`src/rtl/hpt_pkg.sv`:
```
package hpt_pkg;
  localparam int EA_W    = 32;
  localparam int SEG_N   = 16;
  localparam int IDX_W   = $clog2(SEG_N);
  localparam int SID_W   = 24;
  localparam int OFF_W   = 12;
  localparam int PAGE_W  = EA_W - IDX_W - OFF_W;
  localparam int API_W   = 6;
  localparam int HASH_W  = 19;
  localparam int SLOTS   = 8;
  localparam int SLOT_W  = $clog2(SLOTS);
  localparam int FRAME_W = 20;
  localparam int ADDR_W  = HASH_W + SLOT_W;

  typedef struct packed {
    logic [FRAME_W-1:0] frame;
    logic [SID_W-1:0]   sid;
    logic [API_W-1:0]   api;
    logic               hsel;
    logic               valid;
  } pte_t;

  localparam int PTE_W = $bits(pte_t);
endpackage

```
`src/rtl/hpt_seg_file.sv`:
```
module hpt_seg_file #(
  parameter int N = 16,
  parameter int W = 24,
  localparam int IW = $clog2(N)
) (
  input  logic          clk_i,
  input  logic          rst_ni,
  input  logic          we_i,
  input  logic [IW-1:0] widx_i,
  input  logic [W-1:0]  wsid_i,
  input  logic          wnx_i,
  input  logic [IW-1:0] ridx_i,
  output logic [W-1:0]  rsid_o,
  output logic          rnx_o
);
  logic [W-1:0] sid_q [N];
  logic [N-1:0] nx_q;

  for (genvar g = 0; g < N; g++) begin : g_reg
    always_ff @(posedge clk_i or negedge rst_ni) begin
      if (!rst_ni) begin
        sid_q[g] <= '0;
        nx_q[g]  <= 1'b0;
      end else if (we_i && widx_i == IW'(g)) begin
        sid_q[g] <= wsid_i;
        nx_q[g]  <= wnx_i;
      end
    end
  end

  assign rsid_o = sid_q[ridx_i];
  assign rnx_o  = nx_q[ridx_i];
endmodule

```
`src/rtl/hpt_hash.sv`:
```
module hpt_hash
  import hpt_pkg::*;
(
  input  logic [SID_W-1:0]  sid_i,
  input  logic [PAGE_W-1:0] page_i,
  input  logic [HASH_W-1:0] mask_i,
  input  logic              sec_i,
  output logic [HASH_W-1:0] grp_o
);
  logic [HASH_W-1:0] prim;
  assign prim  = sid_i[HASH_W-1:0] ^ HASH_W'(page_i);
  assign grp_o = (sec_i ? ~prim : prim) & mask_i;
endmodule

```
`src/rtl/hpt_match.sv`:
```
module hpt_match
  import hpt_pkg::*;
(
  input  pte_t             pte_i,
  input  logic [SID_W-1:0] sid_i,
  input  logic [API_W-1:0] api_i,
  input  logic             pass_i,
  output logic             hit_o
);
  assign hit_o = pte_i.valid && (pte_i.sid == sid_i) &&
                 (pte_i.api == api_i) && (pte_i.hsel == pass_i);
endmodule

```
`src/rtl/hpt_walker.sv`:
```
module hpt_walker
  import hpt_pkg::*;
(
  input  logic                clk_i,
  input  logic                rst_ni,
  input  logic                seg_we_i,
  input  logic [IDX_W-1:0]    seg_idx_i,
  input  logic [SID_W-1:0]    seg_sid_i,
  input  logic                seg_nx_i,
  input  logic [HASH_W-1:0]   tbl_mask_i,
  input  logic                req_valid_i,
  input  logic [EA_W-1:0]     req_ea_i,
  input  logic                req_fetch_i,
  output logic                ready_o,
  output logic                mem_req_o,
  output logic [ADDR_W-1:0]   mem_addr_o,
  input  logic                mem_ack_i,
  input  logic [PTE_W-1:0]    mem_rdata_i,
  output logic                done_o,
  output logic                hit_o,
  output logic                trap_o,
  output logic                nx_fault_o,
  output logic [FRAME_W-1:0]  frame_o,
  output logic [EA_W-1:0]     fault_ea_o
);
  localparam int IDX_LO = EA_W - IDX_W;
  localparam int API_LO = IDX_LO - API_W;

  typedef enum logic {S_IDLE, S_READ} st_e;

  st_e               st_q;
  logic [EA_W-1:0]   ea_q;
  logic [SID_W-1:0]  sid_q;
  logic              pass_q;
  logic [SLOT_W-1:0] slot_q;
  logic              done_q, hit_q, trap_q, nx_q;
  logic [FRAME_W-1:0] frame_q;

  logic [SID_W-1:0]  lk_sid;
  logic              lk_nx;
  logic [HASH_W-1:0] grp;
  logic              m_hit;
  pte_t              pte;
  logic              accept, last_slot;

  hpt_seg_file #(.N(SEG_N), .W(SID_W)) u_seg (
    .clk_i, .rst_ni,
    .we_i(seg_we_i), .widx_i(seg_idx_i), .wsid_i(seg_sid_i), .wnx_i(seg_nx_i),
    .ridx_i(req_ea_i[EA_W-1 -: IDX_W]), .rsid_o(lk_sid), .rnx_o(lk_nx)
  );

  hpt_hash u_hash (
    .sid_i(sid_q), .page_i(ea_q[IDX_LO-1:OFF_W]), .mask_i(tbl_mask_i),
    .sec_i(pass_q), .grp_o(grp)
  );

  assign pte = pte_t'(mem_rdata_i);

  hpt_match u_match (
    .pte_i(pte), .sid_i(sid_q), .api_i(ea_q[IDX_LO-1:API_LO]),
    .pass_i(pass_q), .hit_o(m_hit)
  );

  assign ready_o    = (st_q == S_IDLE) && !done_q;
  assign accept     = req_valid_i && ready_o;
  assign mem_req_o  = (st_q == S_READ);
  assign mem_addr_o = {grp, slot_q};
  assign last_slot  = (slot_q == SLOT_W'(SLOTS - 1));

  always_ff @(posedge clk_i or negedge rst_ni) begin
    if (!rst_ni) begin
      st_q    <= S_IDLE;
      ea_q    <= '0;
      sid_q   <= '0;
      pass_q  <= 1'b0;
      slot_q  <= '0;
      done_q  <= 1'b0;
      hit_q   <= 1'b0;
      trap_q  <= 1'b0;
      nx_q    <= 1'b0;
      frame_q <= '0;
    end else begin
      done_q <= 1'b0;
      if (accept) begin
        ea_q   <= req_ea_i;
        sid_q  <= lk_sid;
        pass_q <= 1'b0;
        slot_q <= '0;
        if (req_fetch_i && lk_nx) begin
          done_q <= 1'b1;
          hit_q  <= 1'b0;
          trap_q <= 1'b1;
          nx_q   <= 1'b1;
        end else begin
          st_q <= S_READ;
        end
      end else if (st_q == S_READ && mem_ack_i) begin
        if (m_hit) begin
          st_q    <= S_IDLE;
          done_q  <= 1'b1;
          hit_q   <= 1'b1;
          trap_q  <= 1'b0;
          nx_q    <= 1'b0;
          frame_q <= pte.frame;
        end else if (!last_slot) begin
          slot_q <= slot_q + 1'b1;
        end else if (!pass_q) begin
          pass_q <= 1'b1;
          slot_q <= '0;
        end else begin
          st_q   <= S_IDLE;
          done_q <= 1'b1;
          hit_q  <= 1'b0;
          trap_q <= 1'b1;
          nx_q   <= 1'b0;
        end
      end
    end
  end

  assign done_o     = done_q;
  assign hit_o      = hit_q;
  assign trap_o     = trap_q;
  assign nx_fault_o = nx_q;
  assign frame_o    = frame_q;
  assign fault_ea_o = ea_q;

  AST_REQ_HOLD: assert property (@(posedge clk_i) disable iff (!rst_ni)
    mem_req_o && !mem_ack_i |=> mem_req_o && $stable(mem_addr_o));
  AST_DONE_PULSE: assert property (@(posedge clk_i) disable iff (!rst_ni)
    done_o |=> !done_o);
  AST_ONE_RESULT: assert property (@(posedge clk_i) disable iff (!rst_ni)
    done_o |-> (hit_o != trap_o));
  AST_EA_HOLD: assert property (@(posedge clk_i) disable iff (!rst_ni)
    mem_req_o |=> $stable(fault_ea_o));
  AST_IDLE_NO_READ: assert property (@(posedge clk_i) disable iff (!rst_ni)
    ready_o |-> !mem_req_o);
  AST_NX_TRAP: assert property (@(posedge clk_i) disable iff (!rst_ni)
    accept && req_fetch_i && lk_nx |=> done_o && trap_o && nx_fault_o && !mem_req_o);
  AST_MASKED_ADDR: assert property (@(posedge clk_i) disable iff (!rst_ni)
    mem_req_o && $stable(tbl_mask_i) |-> (mem_addr_o[ADDR_W-1:SLOT_W] & ~tbl_mask_i) == '0);
endmodule

```
`config.mk`:
```
export PLATFORM = sky130hd
export DESIGN_NAME = hpt_walker
export DESIGN_NICKNAME = d
export VERILOG_FILES = /design/src/rtl/hpt_pkg.sv /design/src/rtl/hpt_seg_file.sv /design/src/rtl/hpt_hash.sv /design/src/rtl/hpt_match.sv /design/src/rtl/hpt_walker.sv
export SDC_FILE = /design/constraint.sdc
export NUM_CORES = 1
export LEC_CHECK = 0
export BUFFER_PORTS_ARGS = -buffer_cell sky130_fd_sc_hd__buf_4
export CAP_MARGIN = 20
export CORE_MARGIN = 4
export CORE_UTILIZATION = 27
export DETAILED_ROUTE_END_ITERATION = 12
export HOLD_SLACK_MARGIN = 0.12
export PLACE_DENSITY = 0.46
export RECOVER_POWER = 50
export SLEW_MARGIN = 30
export SYNTH_ARGS = -nofsm -noshare
export SYNTH_HDL_FRONTEND = slang
export SYNTH_SLANG_ARGS = --single-unit
```
`constraint.sdc`:
```
create_clock -name clk_i -period 2.75 [get_ports clk_i]
set_input_delay 0.275 -clock clk_i [delete_from_list [all_inputs] [get_ports clk_i]]
set_output_delay 0.275 -clock clk_i [all_outputs]
set_load 0.05 [all_outputs]
```
==> impl_metrics.ini <==
[worst_setup_path]
critPathLaunchType = register
slowest_delay_ps = 380
critPathKind = reg -> out
arrival_ps = 2260
worstSetupStartpoint = pass_q$_DFFE_PN0P_
cp_max_fo = 23
worstSetupEndpointType = output pin
required_ps = 2480
crit_family = buffers and inverters
cp_num_buf_inv = 2
cp_common_cell = buf_4
r2r_start = sid_q[9]$_DFFE_PN0P_
critPathSlowestCell = buf_4
worstPathCellList = buf_4 > xor2_1 > xnor2_1 > nor2b_1 > buf_4

[floorplanning]
die_h_um = 293.0
start_util = 0.2722
core_area_um2 = 80550
io_pins = 218
rows = 104
die_area_um2 = 85820
die-width_um = 293.0

[placement]
pre_cts_ws_ps = 311.4
placed_area_um2 = 25240
place_congestion = 0.8555
dp.cells = 2680
port_buffers = 217
dp_hpwl_um = 40000

[pwr]
intPower_uw = 16520
power_frac_seq = 0.410
p_comb_frac = 0.291
p_leak_uw = 0.01208
clkPwrFrac = 0.299
power_density_nw_per_um2 = 879.1
ir_worst_vdd_v = 0.0004725
p_sw_uw = 7711
switching_share = 0.3183

[drt]
wl_um = 64210
drt_iter0_drc = 643
avgViaCountPerCell = 4.657
drc_errors = 0
dr.pass1.iters = 4
wl_per_cell_um = 22.51
vias = 13280
drtAntennaViolNets = 0

[worst_hold_path]
min_from = mem_rdata_i[0]
min_path_type = in -> reg

[synth]
yosysUniqueCellTypes = 40
ys_warn_count = 0
synthMuxAreaShare = 0.3446
synth_fp_nets = 1603
synth-simple-area-share = 0.04389
ys_seq_elements = 485
syn_avg_cell_area_um2 = 14.99
synth_adder_area_share = 0.001141
seq_area_frac_synth = 0.5536
synth_top_family_by_area = multiplexers
synthCells = 1463
synthXorXnorAreaFrac = 0.02637
synth_compound_area_frac = 0.007762
synth_area_um2 = 21920

[clock_network]
cts_tree = done
cts.sinks = 485
htree_levels = 2
cts-root-buf = clkbuf_16
clock_latency_ps = 600
clk_pin_slew_worst_paths_ps = 60
cts.path.max_buffers = 3
cts_buffers = 52

[layout]
multiInputGateArea_um2 = 9378
final_net_count = 1890
stdcell_count = 2852
fill_cells = 7865
area_growth_pct = 25.70
regArea_um2 = 12140
drive_above_1_share = 0.5092
finalInstanceArea_um2 = 27560

[global_route]
grt_pass1_wl_um = 96990
antenna_found_initial = 2
grt.total_usage = 0.1488
grt_pass1_vias = 14500
overflow = 0
grt_max_degree = 93

[timing]
max_freq_ghz = 0.3940
period_needed_ps = 2538
whs_ps = 177.7
finalWorstSetupSlack_ps = 212.2
hold_violations = 0
setup_tns_ps = 0
skew_ps = 27.06
relSlewSlack = -0.1466
setup_violations = 0
rsz0062_at_grt = false
slew_viol_final = 72
tightest_slew_ps = 1720
fin_crit_sh = 0.9228

[run_status]
outcome = finished, violations left
violations = max-capacitance violations, max-slew violations

[job]
cap_violations = 2
==> area by class of cell <==
cell class | instances | share of cell area
clock inverters | 17 | 0.007083
well taps | 1060 | 0.04812
inverters | 5 | 0.0006810
diodes | 1 | 0.00009080
repair buffers | 344 | 0.1064
clock buffers | 78 | 0.05698
multi-input cells | 862 | 0.3403
flip-flops and latches | 485 | 0.4404
==> final timing paths <==
check	to	slack [ps]	cells after the start
worst max-delay path	mem_addr_o[16]	210	5
max in group asynchronous	u_seg.sid_q[144]$_DFFE_PN0P_	470	3
worst min register to register	fault_ea_o[4]$_DFFE_PN0P_	480	2
min in group asynchronous	fault_ea_o[10]$_DFFE_PN0P_	690	2
worst max register to register	frame_o[7]$_DFFE_PN0P_	300	6
worst min-delay path	slot_q[0]$_DFFE_PN0P_	180	5
==> timing repair <==
action                    CTS  global route
setup buffers               0             0
gates resized for setup     0             0
hold endpoints to repair  633             0
hold buffers               76             0
==> sequential cells by signal (all words and copies together) (netlist names) <==
| signal | cells |
|---|---|
| sid_q | 24 |
| fault_ea_o | 32 |
| frame_o | 20 |
| nx_fault_o | 1 |
| pass_q | 1 |
| u_seg.sid_q | 384 |
| done_o | 1 |
| u_seg.nx_q | 16 |
| trap_o | 1 |
| mem_req_o | 1 |
| slot_q | 3 |
| hit_o | 1 |
==> synth_stat cells, drive strengths merged <==
master / number / area (µm²)
buf: 33 / 185.2
and2: 20 / 125.1
o2bb2a: 1 / 10.01
nand3b: 2 / 15.01
nor3b: 1 / 7.510
o2111ai: 1 / 8.760
mux2: 428 / 4820
or3: 2 / 12.51
o21a: 1 / 7.510
a221o: 8 / 80.08
a21o: 1 / 7.510
ha: 2 / 25.02
inv: 5 / 18.77
mux4: 117 / 2635
nor2b: 3 / 18.77
xor2: 20 / 175.2
a21oi: 2 / 10.01
a31o: 1 / 8.760
clkbuf: 78 / 292.8
nor3: 9 / 56.31
nand4: 5 / 31.28
and3: 1 / 6.260
a31oi: 1 / 6.260
nand2b: 5 / 31.28
a2bb2oi: 1 / 8.760
mux2i: 10 / 100.1
nand3: 2 / 10.01
nand2: 152 / 570.6
nor4: 4 / 25.02
nor2: 11 / 41.29
o211ai: 1 / 7.510
o21ai: 3 / 15.01
dfrtp: 485 / 12140
xnor2: 46 / 402.9
or4: 1 / 11.26
==> power groups by stage <==
stage | clock network (µW) | registers, µW | logic (µW)
global placement | 0 | 9980 | 6980
CTS | 7510 | 9950 | 7160
global route | 7770 | 10200 | 7560
floorplan | 0 | 10600 | 4110
detailed placement | 0 | 10100 | 7060
finish | 7250 | 9940 | 7040
==> placed cells by master (no fill, tap or decap), drive strengths merged, types with 2 or more instances in the layout <==
cell type,synthesis,routed
a21oi,2,2
nand2,152,152
nor2,11,11
nand3b,2,2
nor4,4,4
clkbuf,78,96
a221o,8,8
nand3,2,2
nand4,5,5
nor2b,3,3
bufinv,0,4
ha,2,2
o21ai,3,3
dlygate4sd3,0,76
mux4,117,117
clkinv,0,10
xor2,20,20
mux2,428,428
inv,5,7
nor3,9,9
xnor2,46,46
or3,2,2
and2,20,20
buf,33,250
mux2i,10,10
nand2b,5,5
dfrtp,485,485
==> worst min-delay path, stage by stage <==
cell,delay (ps)
buf_4,110
nand4_1,60
or4_4,150
o21ai_0,80
o21ai_0,70
==> per-layer routing <==
metal / track usage / up-vias / share of wire
li1: - / 5851 / -
met5: 0 / - / 0
met4: 0.03587 / 0 / 0.022
met1: 0.2029 / 7031 / 0.45
met2: 0.2469 / 323 / 0.48
met3: 0.02729 / 76 / 0.053
==> per-stage QoR <==
| stage | utilization | total power (µW) |
|---|---|---|
| floorplan | - | 14680 |
| global placement | 0.3133 | 16960 |
| detailed placement | 0.3133 | 17130 |
| CTS | 0.3447 | 24620 |
| global route | 0.3421 | 25490 |
| finish | 0.3421 | 24230 |
==> cells by family after synthesis <==
logic type,count (synthesis)
xor+xnor,66
buf+inv,116
fa+ha+maj,2
compound gates,21
simple gates,218
mux,555
flops,485
No activity file was read; power rests on OpenSTA's default activity.
